## src/rtl/trmove_pkg.sv

```systemverilog
package trmove_pkg;

   typedef enum logic [1:0] {
      WHY_NONE  = 2'd0,
      WHY_PRIV  = 2'd1,
      WHY_MOD   = 2'd2,
      WHY_INDEX = 2'd3
   } fault_why_e;

   typedef struct packed {
      logic       hit;
      logic       to_tr;
      logic [1:0] mode;
      logic [2:0] reg_f;
      logic [2:0] rm_f;
   } trm_dec_t;

   localparam logic [1:0] MODE_REGDIRECT = 2'b11;

endpackage

```

## src/rtl/trmove_field_split.sv

```systemverilog
module trmove_field_split
   import trmove_pkg::*;
#(
   parameter logic [7:0] ESC_BYTE  = 8'h0F,
   parameter logic [7:0] TO_TR     = 8'h26,
   parameter logic [7:0] FROM_TR   = 8'h24
) (
   input  logic [7:0] op_esc,
   input  logic [7:0] op_code,
   input  logic [7:0] modrm,
   output trm_dec_t   dec
);

   logic esc_ok, is_to, is_from;

   always_comb begin
      esc_ok    = (op_esc == ESC_BYTE);
      is_to     = esc_ok && (op_code == TO_TR);
      is_from   = esc_ok && (op_code == FROM_TR);
      dec.hit   = is_to || is_from;
      dec.to_tr = is_to;
      dec.mode  = modrm[7:6];
      dec.reg_f = modrm[5:3];
      dec.rm_f  = modrm[2:0];
   end

endmodule

```

## src/rtl/trmove_access_chk.sv

```systemverilog
module trmove_access_chk
   import trmove_pkg::*;
#(
   parameter int TR_LO   = 3,
   parameter int TR_HI   = 7,
   parameter int CPL_W   = 2
) (
   input  logic             vld,
   input  trm_dec_t         dec,
   input  logic [CPL_W-1:0] cpl,
   input  logic             prot_mode,
   output logic             accept,
   output fault_why_e       why
);

   localparam logic [2:0] LO_IDX = 3'(TR_LO);
   localparam logic [2:0] HI_IDX = 3'(TR_HI);

   logic act, priv_bad, mode_bad, idx_bad;

   always_comb begin
      act      = vld && dec.hit;
      priv_bad = prot_mode && (cpl != '0);
      mode_bad = (dec.mode != MODE_REGDIRECT);
      idx_bad  = (dec.reg_f < LO_IDX) || (dec.reg_f > HI_IDX);
      why      = WHY_NONE;
      accept   = 1'b0;
      if (act) begin
         if (priv_bad)      why = WHY_PRIV;
         else if (mode_bad) why = WHY_MOD;
         else if (idx_bad)  why = WHY_INDEX;
         else               accept = 1'b1;
      end
   end

endmodule

```

## src/rtl/trmove_regfile.sv

```systemverilog
module trmove_regfile #(
   parameter int              DATA_W    = 32,
   parameter int              TR_LO     = 3,
   parameter int              TR_HI     = 7,
   parameter int              CACHE_CMD = 5,
   parameter int              TLB_CMD   = 6,
   parameter logic [DATA_W-1:0] RST_VAL = '0,
   localparam int             NTR       = TR_HI - TR_LO + 1
) (
   input  logic              clk,
   input  logic              rst_n,
   input  logic              wr_en,
   input  logic [2:0]        wr_idx,
   input  logic [DATA_W-1:0] wr_data,
   input  logic [2:0]        rd_idx,
   output logic [DATA_W-1:0] rd_data,
   output logic [NTR-1:0]    wr_stb,
   output logic              cache_stb,
   output logic              tlb_stb
);

   localparam logic [2:0] LO_IDX = 3'(TR_LO);

   logic [DATA_W-1:0] val   [NTR];
   logic [NTR-1:0]    cmd_q;
   logic [2:0]        wr_off, rd_off;

   assign wr_off = wr_idx - LO_IDX;
   assign rd_off = rd_idx - LO_IDX;

   for (genvar k = 0; k < NTR; k++) begin : g_tr
      localparam bit IS_CMD = ((k + TR_LO) == CACHE_CMD) || ((k + TR_LO) == TLB_CMD);
      logic sel;
      assign sel = wr_en && (wr_off == 3'(k));

      always_ff @(posedge clk) begin
         if (!rst_n) begin
            val[k]    <= RST_VAL;
            wr_stb[k] <= 1'b0;
         end else begin
            wr_stb[k] <= sel;
            if (sel) val[k] <= wr_data;
         end
      end

      if (IS_CMD) begin : g_cmd
         always_ff @(posedge clk) begin
            if (!rst_n) cmd_q[k] <= 1'b0;
            else        cmd_q[k] <= sel;
         end
      end else begin : g_plain
         assign cmd_q[k] = 1'b0;
      end
   end

   always_comb begin
      rd_data = '0;
      for (int k = 0; k < NTR; k++)
         if (rd_off == 3'(k)) rd_data = val[k];
   end

   assign cache_stb = cmd_q[CACHE_CMD - TR_LO];
   assign tlb_stb   = cmd_q[TLB_CMD - TR_LO];

endmodule

```

## src/rtl/trmove_dec.sv

```systemverilog
module trmove_dec
   import trmove_pkg::*;
#(
   parameter int              DATA_W    = 32,
   parameter int              CPL_W     = 2,
   parameter int              TR_LO     = 3,
   parameter int              TR_HI     = 7,
   parameter int              CACHE_CMD = 5,
   parameter int              TLB_CMD   = 6,
   parameter logic [7:0]      ESC_BYTE  = 8'h0F,
   parameter logic [7:0]      TO_TR     = 8'h26,
   parameter logic [7:0]      FROM_TR   = 8'h24,
   localparam int             NTR       = TR_HI - TR_LO + 1
) (
   input  logic              clk,
   input  logic              rst_n,
   input  logic              insn_vld,
   input  logic [7:0]        op_esc,
   input  logic [7:0]        op_code,
   input  logic [7:0]        modrm,
   input  logic [CPL_W-1:0]  cpl,
   input  logic              prot_mode,
   output logic [2:0]        gpr_ridx,
   input  logic [DATA_W-1:0] gpr_rdata,
   output logic              gpr_we,
   output logic [2:0]        gpr_widx,
   output logic [DATA_W-1:0] gpr_wdata,
   output logic [NTR-1:0]    tr_wr_stb,
   output logic              cache_cmd_stb,
   output logic              tlb_cmd_stb,
   output logic              fault_gp,
   output logic              fault_ud,
   output logic [1:0]        fault_why
);

   if (TR_LO < 0 || TR_HI > 7 || TR_LO > TR_HI) begin : g_bad_range
      $error("trmove_dec: test register range must lie within 0..7");
   end
   if (CACHE_CMD < TR_LO || CACHE_CMD > TR_HI || TLB_CMD < TR_LO || TLB_CMD > TR_HI) begin : g_bad_cmd
      $error("trmove_dec: command registers must be implemented");
   end
   if (DATA_W < 1 || CPL_W < 1) begin : g_bad_width
      $error("trmove_dec: widths must be positive");
   end

   trm_dec_t          dec;
   fault_why_e        why;
   logic              accept, do_wr, do_rd;
   logic [DATA_W-1:0] tr_rdata;

   trmove_field_split #(
      .ESC_BYTE (ESC_BYTE),
      .TO_TR    (TO_TR),
      .FROM_TR  (FROM_TR)
   ) split_i (
      .op_esc  (op_esc),
      .op_code (op_code),
      .modrm   (modrm),
      .dec     (dec)
   );

   trmove_access_chk #(
      .TR_LO (TR_LO),
      .TR_HI (TR_HI),
      .CPL_W (CPL_W)
   ) chk_i (
      .vld       (insn_vld),
      .dec       (dec),
      .cpl       (cpl),
      .prot_mode (prot_mode),
      .accept    (accept),
      .why       (why)
   );

   assign do_wr    = accept && dec.to_tr;
   assign do_rd    = accept && !dec.to_tr;
   assign gpr_ridx = dec.rm_f;

   trmove_regfile #(
      .DATA_W    (DATA_W),
      .TR_LO     (TR_LO),
      .TR_HI     (TR_HI),
      .CACHE_CMD (CACHE_CMD),
      .TLB_CMD   (TLB_CMD),
      .RST_VAL   ('0)
   ) rf_i (
      .clk       (clk),
      .rst_n     (rst_n),
      .wr_en     (do_wr),
      .wr_idx    (dec.reg_f),
      .wr_data   (gpr_rdata),
      .rd_idx    (dec.reg_f),
      .rd_data   (tr_rdata),
      .wr_stb    (tr_wr_stb),
      .cache_stb (cache_cmd_stb),
      .tlb_stb   (tlb_cmd_stb)
   );

   always_ff @(posedge clk) begin
      if (!rst_n) begin
         gpr_we    <= 1'b0;
         gpr_widx  <= '0;
         gpr_wdata <= '0;
         fault_gp  <= 1'b0;
         fault_ud  <= 1'b0;
         fault_why <= WHY_NONE;
      end else begin
         gpr_we    <= do_rd;
         gpr_widx  <= do_rd ? dec.rm_f : 3'd0;
         gpr_wdata <= do_rd ? tr_rdata : '0;
         fault_gp  <= (why == WHY_PRIV);
         fault_ud  <= (why == WHY_MOD) || (why == WHY_INDEX);
         fault_why <= why;
      end
   end

endmodule

```

## config.mk

```make
export PLATFORM = sky130hd
export DESIGN_NAME = trmove_dec
export DESIGN_NICKNAME = d
export VERILOG_FILES = /design/src/rtl/trmove_pkg.sv /design/src/rtl/trmove_field_split.sv /design/src/rtl/trmove_access_chk.sv /design/src/rtl/trmove_regfile.sv /design/src/rtl/trmove_dec.sv
export SDC_FILE = /design/constraint.sdc
export NUM_CORES = 1
export LEC_CHECK = 0
export BUFFER_PORTS_ARGS = -buffer_cell sky130_fd_sc_hd__buf_4
export CAP_MARGIN = 20
export CORE_UTILIZATION = 52
export DETAILED_ROUTE_END_ITERATION = 10
export PLACE_DENSITY = 0.78
export SYNTH_ARGS = -nofsm -noshare
export SYNTH_HDL_FRONTEND = slang
export SYNTH_SLANG_ARGS = --single-unit
```

## constraint.sdc

```tcl
create_clock -name clk -period 4.38 [get_ports clk]
set_input_delay 0.219 -clock clk [delete_from_list [all_inputs] [get_ports clk]]
set_output_delay 0.219 -clock clk [all_outputs]
set_load 0.01 [all_outputs]
```

==> out/summary.txt, run 1 <==
post_cts resized = 0
CTS root buffer = clkbuf_16
ANT nets after route = 0
Core Region = 0.01606 mm²
CTS tree = built
Final Total Pwr = 4.299 mW
crit path cell chain = buf_4 -> and2_1 -> ha_4 -> nand4b_1 -> and4_1 -> nand3b_1 -> o21ai_4
Die Y = 131.1 µm
Synth Flop Type = edfxtp_1
vias in the first global route = 5516
setup TNS = 0 ps
P&R area growth vs syn = 21.06%
crit path DAT = 3000 ps
largest net degree at the start of global routing = 100
power density over the cells = 409.6 mW/mm²
PortBufs = 111
WL/cell = 20.53 µm
RSZ-0062 raised after global routing = false
First-pass DRT Iterations = 5
NumNets Final = 812
Pins Over Slew Limit = 0
status = completed
antenna cell count = 0
synthesized area = 0.008670 mm²
number of hold buffers added after cts = 4
Vias/cell = 5.706
Synth cell types = 35
Die Footprint = 0.01719 mm²
remaining global-route overflow = 0
CP peak stage delay = 1030 ps
GP Congestion = 0.7659
DR vias = 5586
CP top delay family = simple AND/OR/NAND/NOR gates
DR DRC count = 0
overall routing resource usage = 23.50%
Finish-stage setup viols = 0
clock sinks = 205
largest cells by area after synthesis = edfxtp_1 (55%), and2_1 (12%), dfxtp_1 (10%)
top-count cell post-synth = and2_1
Commonest cells post-synth = and2_1 (164), edfxtp_1 (160), a21oi_1 (65)
Hold/Removal Path Class = input pin to flip-flop
Max clock buf depth = 3
Initial Util = 53.99%
Peak Freq = 0.3464 GHz
Place WS = 996.0 ps
Avg Inst Size Synth = 13.30 µm²
clock skew = 7.684 ps
worst vdd ir = 0.3257 mV
top cell type's share of synthesized area = 55.42%
Rows = 46
critical path class = input pin to flip-flop
Synth warnings = 0
Setup crit end kind = flip-flop
final worst slack = 1493 ps
CP startpoint kind = input pin
Max-cap violations = 0
Worst Max-Slew Pin Slew = 1101 ps
leak pwr = 4.092 nW
crit-path max FO = 39
Syn Inst Count = 652
Worst-path clk slew = 60 ps
io pins = 112
Post-Syn Nets = 715
Synth area leader = edfxtp_1
final hold vios = 0
setup bufs post-CTS = 0
Final Critical Period = 2887 ps
Worst Path Buf+Inv = 1
Post-synth EDFFs = 160
first-pass GRT wire length = 30970 µm
total wire length = 20100 µm
Final period util = 65.92%
CTS buffer count = 21
Final HPWL DP = 12630 µm
CP max stage cell = o21ai_4
Max-slew headroom = 26.57%
sequential fraction of the synthesis area = 65.81%
Die Width = 131.1 µm
critical path required time = 4490 ps
layout cells sized above 1 = 26.61%
H-tree Lvls = 1
Yosys reg bits = 205
Clock Latency Late Sink = 490 ps
antenna violations before repair = 1
DR iter-0 viols = 534
Synth async-reset ratio = 0%
==> registers in the layout, indices dropped and copies added, names as in the netlist <==
signal,cells
rf_i.wr_stb,5
rf_i.val,160
fault_why,2
fault_gp,1
gpr_wdata,32
gpr_we,1
gpr_widx,3
fault_ud,1
==> worst paths after layout <==
kind	start	end	slack (ps)	depth (start not counted)
max	modrm[3]	rf_i.val[2][30]	1490	7
min	modrm[6]	fault_why[0]	20	3
max reg2reg	rf_i.val[3][31]	gpr_wdata[31]	3210	3
min reg2reg	rf_i.val[3][26]	gpr_wdata[26]	630	3
==> report_power, final <==
group	switching, mW	total [mW]	leakage [nW]	internal [mW]
Sequential	0.0212	2.19	1.88	2.17
Clock	0.712	1.79	0.340	1.07
Combinational	0.195	0.327	1.87	0.132
==> per-stage QoR <==
stage / area, µm² / cells / hold slack [ps] / utilization (%)
finish: 10500 / 979 / 23.56 / 65.36
global route: 10500 / 979 / 30.58 / 65.36
CTS: 10420 / 975 / 11.69 / 64.89
detailed placement: 9698 / 934 / 441.8 / 60.39
global placement: 9671 / 933 / 436.8 / 60.22
floorplan: 8670 / 652 / 340.7 / -
==> tightest hold or removal path, delay by kind of cell <==
kind | cells | cell delay [ps]
buf+inv | 1 | 120
simple gates | 1 | 70
compound gates | 1 | 60
==> cells in the final DEF (no fill, tap or decap), drive strengths merged <==
master       synthesis  final
and4bb               1      1
nor2                33     33
nand4                2      2
edfxtp             160    160
and2               164    164
nor2b                1      1
a21o                 1      1
bufinv               0      3
nor3                 5      5
and4b                1      1
dlygate4sd3          0      4
clkbuf              32     27
mux2                32     32
and4                 1      1
mux2i               32     32
a21oi               65     65
nor3b                2      2
or3                  2      2
a22oi               32     32
nand3                2      2
nor4b                2      2
nand3b               2      2
buf                 19    120
and3                 1      1
o21ai                6      6
nand4b               3      3
clkinv               0      8
ha                   1      1
nand2                2      2
or2                  1      1
dfxtp               45     45
inv                  2      2
==> layer usage <==
metal | global-route usage [%] | vias up | share of wire [%]
met5 | 0 | - | 0
met4 | 5.229 | 0 | 1.2
met2 | 37.06 | 286 | 47
li1 | - | 2532 | -
met3 | 3.704 | 24 | 9.1
met1 | 34.37 | 2744 | 43
==> kinds of logic after synthesis <==
| group | share of synthesized area, % |
|---|---|
| AND/OR/NAND/NOR | 16.35 |
| flip-flops | 65.81 |
| AO/OA/AOI/OAI | 6.956 |
| multiplexers | 7.851 |
| buffers and inverters | 2.886 |
| adder cells (fa/ha/maj) | 0.1443 |
==> area by class of cell <==
cell class	instances	area (µm²)
Clock inverter	11	127.6
Timing Repair Buffer	125	1013
Tap cell	216	270.3
Sequential cell	205	5705
Multi-Input combinational cell	394	2816
Fill cell	1150	5563
Inverter	2	7.507
Clock buffer	26	554.3
Note: power is estimated with default switching activity, not from simulation.
==> inputs of run 2 (changes only) <==
- clock period: 4.38 -> 2.49 ns (I/O delays scaled with it)
==> run 2 against run 1 <==
Sequential power grew 76%; cell area grew 4.6%; total power grew 79%; largest power group unchanged; global-route usage shrank 0.60 points; critical path depth is the same; worst hold slack gained 28 ps; clock-buffer cell count grew 9; worst setup slack lost 940 ps; first-iteration DRC count shrank 22%; die area is the same; flip-flop and latch count is the same; core utilization grew 3.0 points.
==> out/summary.txt, run 2 (synthesized netlist as in run 1, its figures left out) <==
Max-slew headroom = 34.42% (+7.8 points)
CTS buffer count = 22 (+4.8%)
Place WS = 64.50 ps (-931.5 ps)
Worst-path clk slew = 60 ps (about the same)
critical path class = input pin to flip-flop
worst vdd ir = 0.5692 mV (+75%)
setup bufs post-CTS = 0 (unchanged)
Vias/cell = 5.522 (-3.2%)
final hold vios = 0 (unchanged)
Min Hold Slack = 51.66 ps (+28.10 ps)
CTS tree = built
CP startpoint kind = input pin
Combinational Power Share = 7.8% (+0.2 points)
PortBufs = 111 (unchanged)
Core Region = 0.01606 mm² (unchanged)
vias in the first global route = 6059 (+9.8%)
DR iter-0 viols = 414 (-22%)
leak pwr = 4.322 nW (+5.6%)
antenna violations before repair = 0 (-1)
most common cell after layout, fill and taps aside = and2_1
Net Sw Power = 1.645 mW (+77%)
crit path from = modrm[7]
commonest non-fill, non-tap cells in the layout = and2_1 (164), edfxtp_1 (160), buf_4 (140)
biggest regs = rf_i.val: 160 flops, gpr_wdata: 32 flops, rf_i.wr_stb: 5 flops
WHS Path Cells = 3 (unchanged)
Final period util = 77.72%
total wire length = 19550 µm (-2.7%)
first-pass GRT wire length = 30990 µm (about the same)
Setup crit end kind = flip-flop
remaining global-route overflow = 0 (unchanged)
Clock power frac = 42.1% (+0.6 points)
Seq pwr share = 50.1% (-0.8 points)
Largest register FFs = 160 (unchanged)
Final Critical Period = 1935 ps
Die Footprint = 0.01719 mm² (unchanged)
setup TNS = 0 ps (unchanged)
power density over the cells = 699.8 mW/mm² (+71%)
H-tree Lvls = 1 (unchanged)
Die Y = 131.1 µm (unchanged)
Rows = 46 (unchanged)
fill cell count = 1083 (-5.8%)
GP Congestion = 0.7939 (+3.7%)
status = completed
Hold/Removal Path Class = input pin to flip-flop
Sw Ratio = 21.42% (-0.17 points)
ANT nets after route = 0 (unchanged)
NumNets Final = 867 (+6.8%)
critical path required time = 2860 ps (-1630 ps)
Critical Path End = rf_i.val[0][9]
Pins Over Slew Limit = 0 (unchanged)
reg2reg setup slack = 1360 ps (-1850 ps)
Most flops, register = rf_i.val
DR DRC count = 0 (unchanged)
Clock Latency Late Sink = 500 ps (about the same)
clock sinks = 205 (unchanged)
overall routing resource usage = 22.89% (-0.60 points)
layout cells sized above 1 = 27.07% (+0.47 points)
Worst R2R Start = rf_i.val[3][6]
clock skew = 12.07 ps (+4.390 ps)
post_cts resized = 0 (unchanged)
Initial Util = 53.99% (unchanged)
RSZ-0062 raised after global routing = false
CTS root buffer = clkbuf_16
io pins = 112 (unchanged)
largest net degree at the start of global routing = 52 (-48%)
WL/cell = 18.87 µm (-8.1%)
Internal = 6.035 mW (+79%)
Max clock buf depth = 3 (unchanged)
worst r2r path cells = 3 (unchanged)
Worst Max-Slew Pin Slew = 980.6 ps (-120.8 ps)
P&R area growth vs syn = 26.58%
Die Width = 131.1 µm (unchanged)
crit path DAT = 2300 ps (-700 ps)
antenna cell count = 0 (unchanged)
Finish-stage setup viols = 0 (unchanged)
R2R Path End = gpr_wdata[6]
First-pass DRT Iterations = 5 (unchanged)
crit-path max FO = 25 (-36%)
Peak Freq = 0.5168 GHz
Max-cap violations = 0 (unchanged)
DR vias = 5721 (+2.4%)
final worst slack = 554.9 ps (-938.0 ps)
Final HPWL DP = 11870 µm (-6.0%)
-- run 2: cell count changes in the layout (fill, tap and decap cells not counted) --
cell           delta
bufinv_16         -1
clkinv_1          -2
clkinv_4          +2
buf_8             -2
buf_12            +1
clkbuf_16         +1
clkinv_2          -5
buf_16            -1
clkbuf_1          +7
buf_4            +24
dlygate4sd3_1    +33
-- run 2: final cells by class --
class / count / area [µm²] / share of cell area (%)
Clock inverter: 5 / 82.58 / 0.7525
Clock buffer: 35 / 630.6 / 5.746
Timing Repair Buffer: 179 / 1461 / 13.32
Tap cell: 216 / 270.3 / 2.463
Multi-Input combinational cell: 394 / 2816 / 25.66
Inverter: 2 / 7.507 / 0.06841
Sequential cell: 205 / 5705 / 51.99
-- run 2: per-stage QoR --
stage | total power [mW] | cell area, µm² | instances | util [%]
after floorplan | 4.227 | 8673 | 652 | -
after global placement | 4.442 | 9891 | 959 | 61.59
after detailed placement | 4.464 | 9891 | 959 | 61.59
after CTS | 7.713 | 10970 | 1036 | 68.34
after global routing | 7.901 | 10970 | 1036 | 68.34
final | 7.680 | 10970 | 1036 | 68.34
-- run 2: worst min-delay path by stage --
stage | from | endpoint | slack [ps]
3_3_place_gp | modrm[1] | gpr_widx[1] | 340
4_1_cts | modrm[6] | fault_why[1] | 30
3_5_place_dp | modrm[0] | gpr_widx[0] | 350
5_1_grt | rst_n | rf_i.val[2][23] | 70
6_report | modrm[6] | fault_why[1] | 50
2_1_floorplan | modrm[0] | gpr_widx[0] | 250
-- run 2: repair_timing --
action / 4_1_cts / 5_1_grt
hold buffers: 37 / 0
endpoints found under the hold margin: 164 / 0
endpoints found under the setup margin: 0 / 0
-- run 2: power by group through the flow --
stage	logic [mW]	clock network, mW	registers (mW)
6_report	0.600	3.23	3.85
5_1_grt	0.646	3.40	3.86
4_1_cts	0.597	3.27	3.85
3_5_place_dp	0.546	0	3.92
3_3_place_gp	0.533	0	3.91
2_1_floorplan	0.319	0	3.91
-- run 2: layer usage --
layer | track usage [%] | wire length (µm) | vias up
met1 | 27.18 | 7611 | 2847
li1 | - | - | 2634
met5 | 0 | 0 | -
met3 | 3.202 | 1101 | 36
met2 | 42.20 | 10420 | 204
met4 | 7.974 | 422 | 0
-- run 2: worst max-delay path, cell delays in order --
cell and delay [ps]:
dlygate4sd3_1 530, buf_4 110, and3_1 160, nand4_2 150, nor3_4 780, buf_4 290, and2_1 140
==> inputs of run 3 (changes only) <==
- ABC_AREA: not set -> 1
- clock period: 2.49 -> 1.65 ns (I/O delays scaled with it)
==> run 3 against run 2 <==
Critical endpoint is now rf_i.val[0][10]; sequential share of layout area is 0.53 points lower; cell area is 1.0% higher; the run now ends with DRC left; register-to-register slack worse by 640 ps; largest cell class unchanged; clock skew is 1.9 ps higher.
==> out/summary.txt, run 3 <==
status = complete, but fails checks
failing checks = DRC
CTS buffer count = 21 (-4.5%)
Setup crit end kind = flip-flop
setup bufs post-CTS = 0 (unchanged)
Synth cell types = 25 (-29%)
PortBufs = 111 (unchanged)
Avg Inst Size Synth = 10.85 µm² (-18%)
ANT nets after route = 0 (unchanged)
Place WS = -221.1 ps (-285.6 ps)
Internal = 8.803 mW (+46%)
Final HPWL DP = 12960 µm (+9.2%)
Final period util = 84.64%
number of hold buffers added after cts = 36 (-2.7%)
P&R area growth vs syn = 31.57%
Most flops, register = rf_i.val
biggest regs = rf_i.val: 160 flops, gpr_wdata: 32 flops, rf_i.wr_stb: 5 flops
remaining global-route overflow = 0 (unchanged)
Min Hold Slack = 64.46 ps (+12.80 ps)
post_cts resized = 0 (unchanged)
most common cell after layout, fill and taps aside = nor2_1
Core Region = 0.01583 mm² (-1.4%)
power density over the cells = 1014 mW/mm² (+45%)
hold_sp = modrm[7]
Sw Ratio = 21.68% (+0.25 points)
commonest non-fill, non-tap cells in the layout = nor2_1 (231), edfxtp_1 (160), buf_4 (152)
Hold Path End = fault_why[0]
vias in the first global route = 6363 (+5.0%)
critical path class = input pin to flip-flop
Synth async-reset ratio = 0% (unchanged)
Yosys reg bits = 205 (unchanged)
Syn Inst Count = 777 (+19%)
leak pwr = 4.680 nW (+8.3%)
layout cells sized above 1 = 25.53% (-1.5 points)
DR DRC count = 1 (+1)
fin area = 0.01109 mm² (+1.0%)
clock skew = 14.01 ps (+1.936 ps)
antenna violations before repair = 0 (unchanged)
First-pass DRT Iterations = 7 (+2)
antenna cell count = 0 (unchanged)
NumNets Final = 1031 (+19%)
Placed Area = 0.01006 mm² (+1.7%)
Clock Latency Late Sink = 500 ps (about the same)
first-pass GRT wire length = 31860 µm (+2.8%)
Initial Util = 53.24% (-0.75 points)
Max-cap violations = 0 (unchanged)
sequential fraction of the synthesis area = 67.71% (+1.9 points)
Synth area leader = edfxtp_1
Final Total Pwr = 11.24 mW (+46%)
Pins Over Slew Limit = 0 (unchanged)
RSZ-0062 raised after global routing = false
final worst slack = 253.4 ps (-301.4 ps)
GP Congestion = 0.7962 (+0.29%)
Synth Flop Type = edfxtp_1
DR iter-0 viols = 480 (+16%)
largest cells by area after synthesis = edfxtp_1 (57%), dfxtp_1 (11%), nor2_1 (10%)
H-tree Lvls = 1 (unchanged)
fill cell count = 1116 (+3.0%)
Die Y = 129.3 µm (-1.4%)
Max clock buf depth = 3 (unchanged)
Commonest cells post-synth = nor2_1 (231), edfxtp_1 (160), nand2_1 (139)
Worst R2R Start = rf_i.val[1][12]
worst vdd ir = 0.9087 mV (+60%)
crit-path max FO = 11 (-56%)
total wire length = 19820 µm (+1.4%)
final hold vios = 0 (unchanged)
crit path DAT = 1730 ps (-570 ps)
Worst-path clk slew = 60 ps (about the same)
CTS root buffer = clkbuf_16
WHS Path Cells = 5 (+2)
Clock power frac = 40.6% (-1.5 points)
Largest register FFs = 160 (unchanged)
setup TNS = 0 ps (unchanged)
CTS tree = built
overall routing resource usage = 25.06% (+2.2 points)
critical path required time = 1990 ps (-870 ps)
Peak Freq = 0.7160 GHz
clock sinks = 205 (unchanged)
Worst Max-Slew Pin Slew = 280.1 ps (-700.4 ps)
top-count cell post-synth = nor2_1
Die Footprint = 0.01672 mm² (-2.8%)
WL/cell = 16.53 µm (-12%)
R2R Path End = gpr_wdata[12]
Max-slew headroom = 81.18% (+47 points)
largest net degree at the start of global routing = 34 (-35%)
Post-Syn Nets = 840 (+17%)
worst r2r path cells = 4 (+1)
Net Sw Power = 2.436 mW (+48%)
Die Width = 129.3 µm (-1.4%)
Hold/Removal Path Class = input pin to flip-flop
CP startpoint kind = input pin
DR vias = 6116 (+6.9%)
io pins = 112 (unchanged)
top cell type's share of synthesized area = 57.02% (+1.6 points)
Vias/cell = 5.101 (-7.6%)
Synth warnings = 0 (unchanged)
Seq pwr share = 51.6% (+1.5 points)
Combinational Power Share = 7.7% (about the same)
reg2reg setup slack = 720 ps (-640 ps)
Rows = 46 (unchanged)
Post-synth EDFFs = 160 (unchanged)
Finish-stage setup viols = 0 (unchanged)
synthesized area = 0.008427 mm² (-2.8%)
Final Critical Period = 1397 ps
-- run 3: cell type report --
type / count / area, µm² / share of cell area (%)
clock inverter: 10 / 77.57 / 0.6997
clock buffer: 28 / 591.8 / 5.338
sequential: 205 / 5705 / 51.46
multi-input combinational: 469 / 2266 / 20.44
timing repair buffer: 210 / 1942 / 17.51
inverter: 61 / 234.0 / 2.110
tap: 216 / 270.3 / 2.438
-- run 3: critical path, stage by stage --
cell	delay [ps]
buf_4	130
nand2_8	70
clkinv_4	50
ha_4	270
inv_2	50
buf_4	130
nor2_4	180
buf_4	250
nand4_4	140
buf_4	210
nor2_1	140
-- run 3: layer usage --
layer	GRT usage [%]	wire length, µm	vias to the layer above
met5	0	0	-
met4	8.512	398	0
met3	3.799	1159	36
met2	45.89	10540	226
met1	30.11	7724	2929
li1	-	-	2925
-- run 3: worst max-delay path by stage --
| stage | startpoint | endpoint | slack [ps] | depth (start not counted) |
|---|---|---|---|---|
| 2_1_floorplan | modrm[4] | rf_i.val[3][0] | -410 | 8 |
| 3_3_place_gp | op_esc[5] | rf_i.val[0][7] | -180 | 9 |
| 3_5_place_dp | modrm[4] | rf_i.val[0][10] | -220 | 11 |
| 4_1_cts | modrm[4] | rf_i.val[0][10] | 280 | 11 |
| 5_1_grt | op_code[0] | rf_i.val[0][11] | 120 | 9 |
| 6_report | modrm[4] | rf_i.val[0][10] | 250 | 11 |
-- run 3: cells by family after synthesis --
kind of cell	share of synthesized area, %
simple gates	24.81
flops	67.71
buf+inv	6.533
compound gates	0.8017
fa+ha+maj	0.1485
-- run 3: metrics by stage --
step                utilization [%]  std cells
CTS                           70.05       1199
global placement              63.54       1125
floorplan                         -        777
finish                        70.05       1199
global route                  70.05       1199
detailed placement            63.54       1125
-- run 3: power groups by stage --
stage | Combinational (mW) | Clock (mW) | Sequential (mW)
floorplan | 0.392 | 0 | 5.89
global placement | 0.782 | 0 | 5.90
detailed placement | 0.798 | 0 | 5.91
CTS | 0.873 | 4.63 | 5.80
global route | 0.942 | 4.82 | 5.82
finish | 0.868 | 4.57 | 5.80
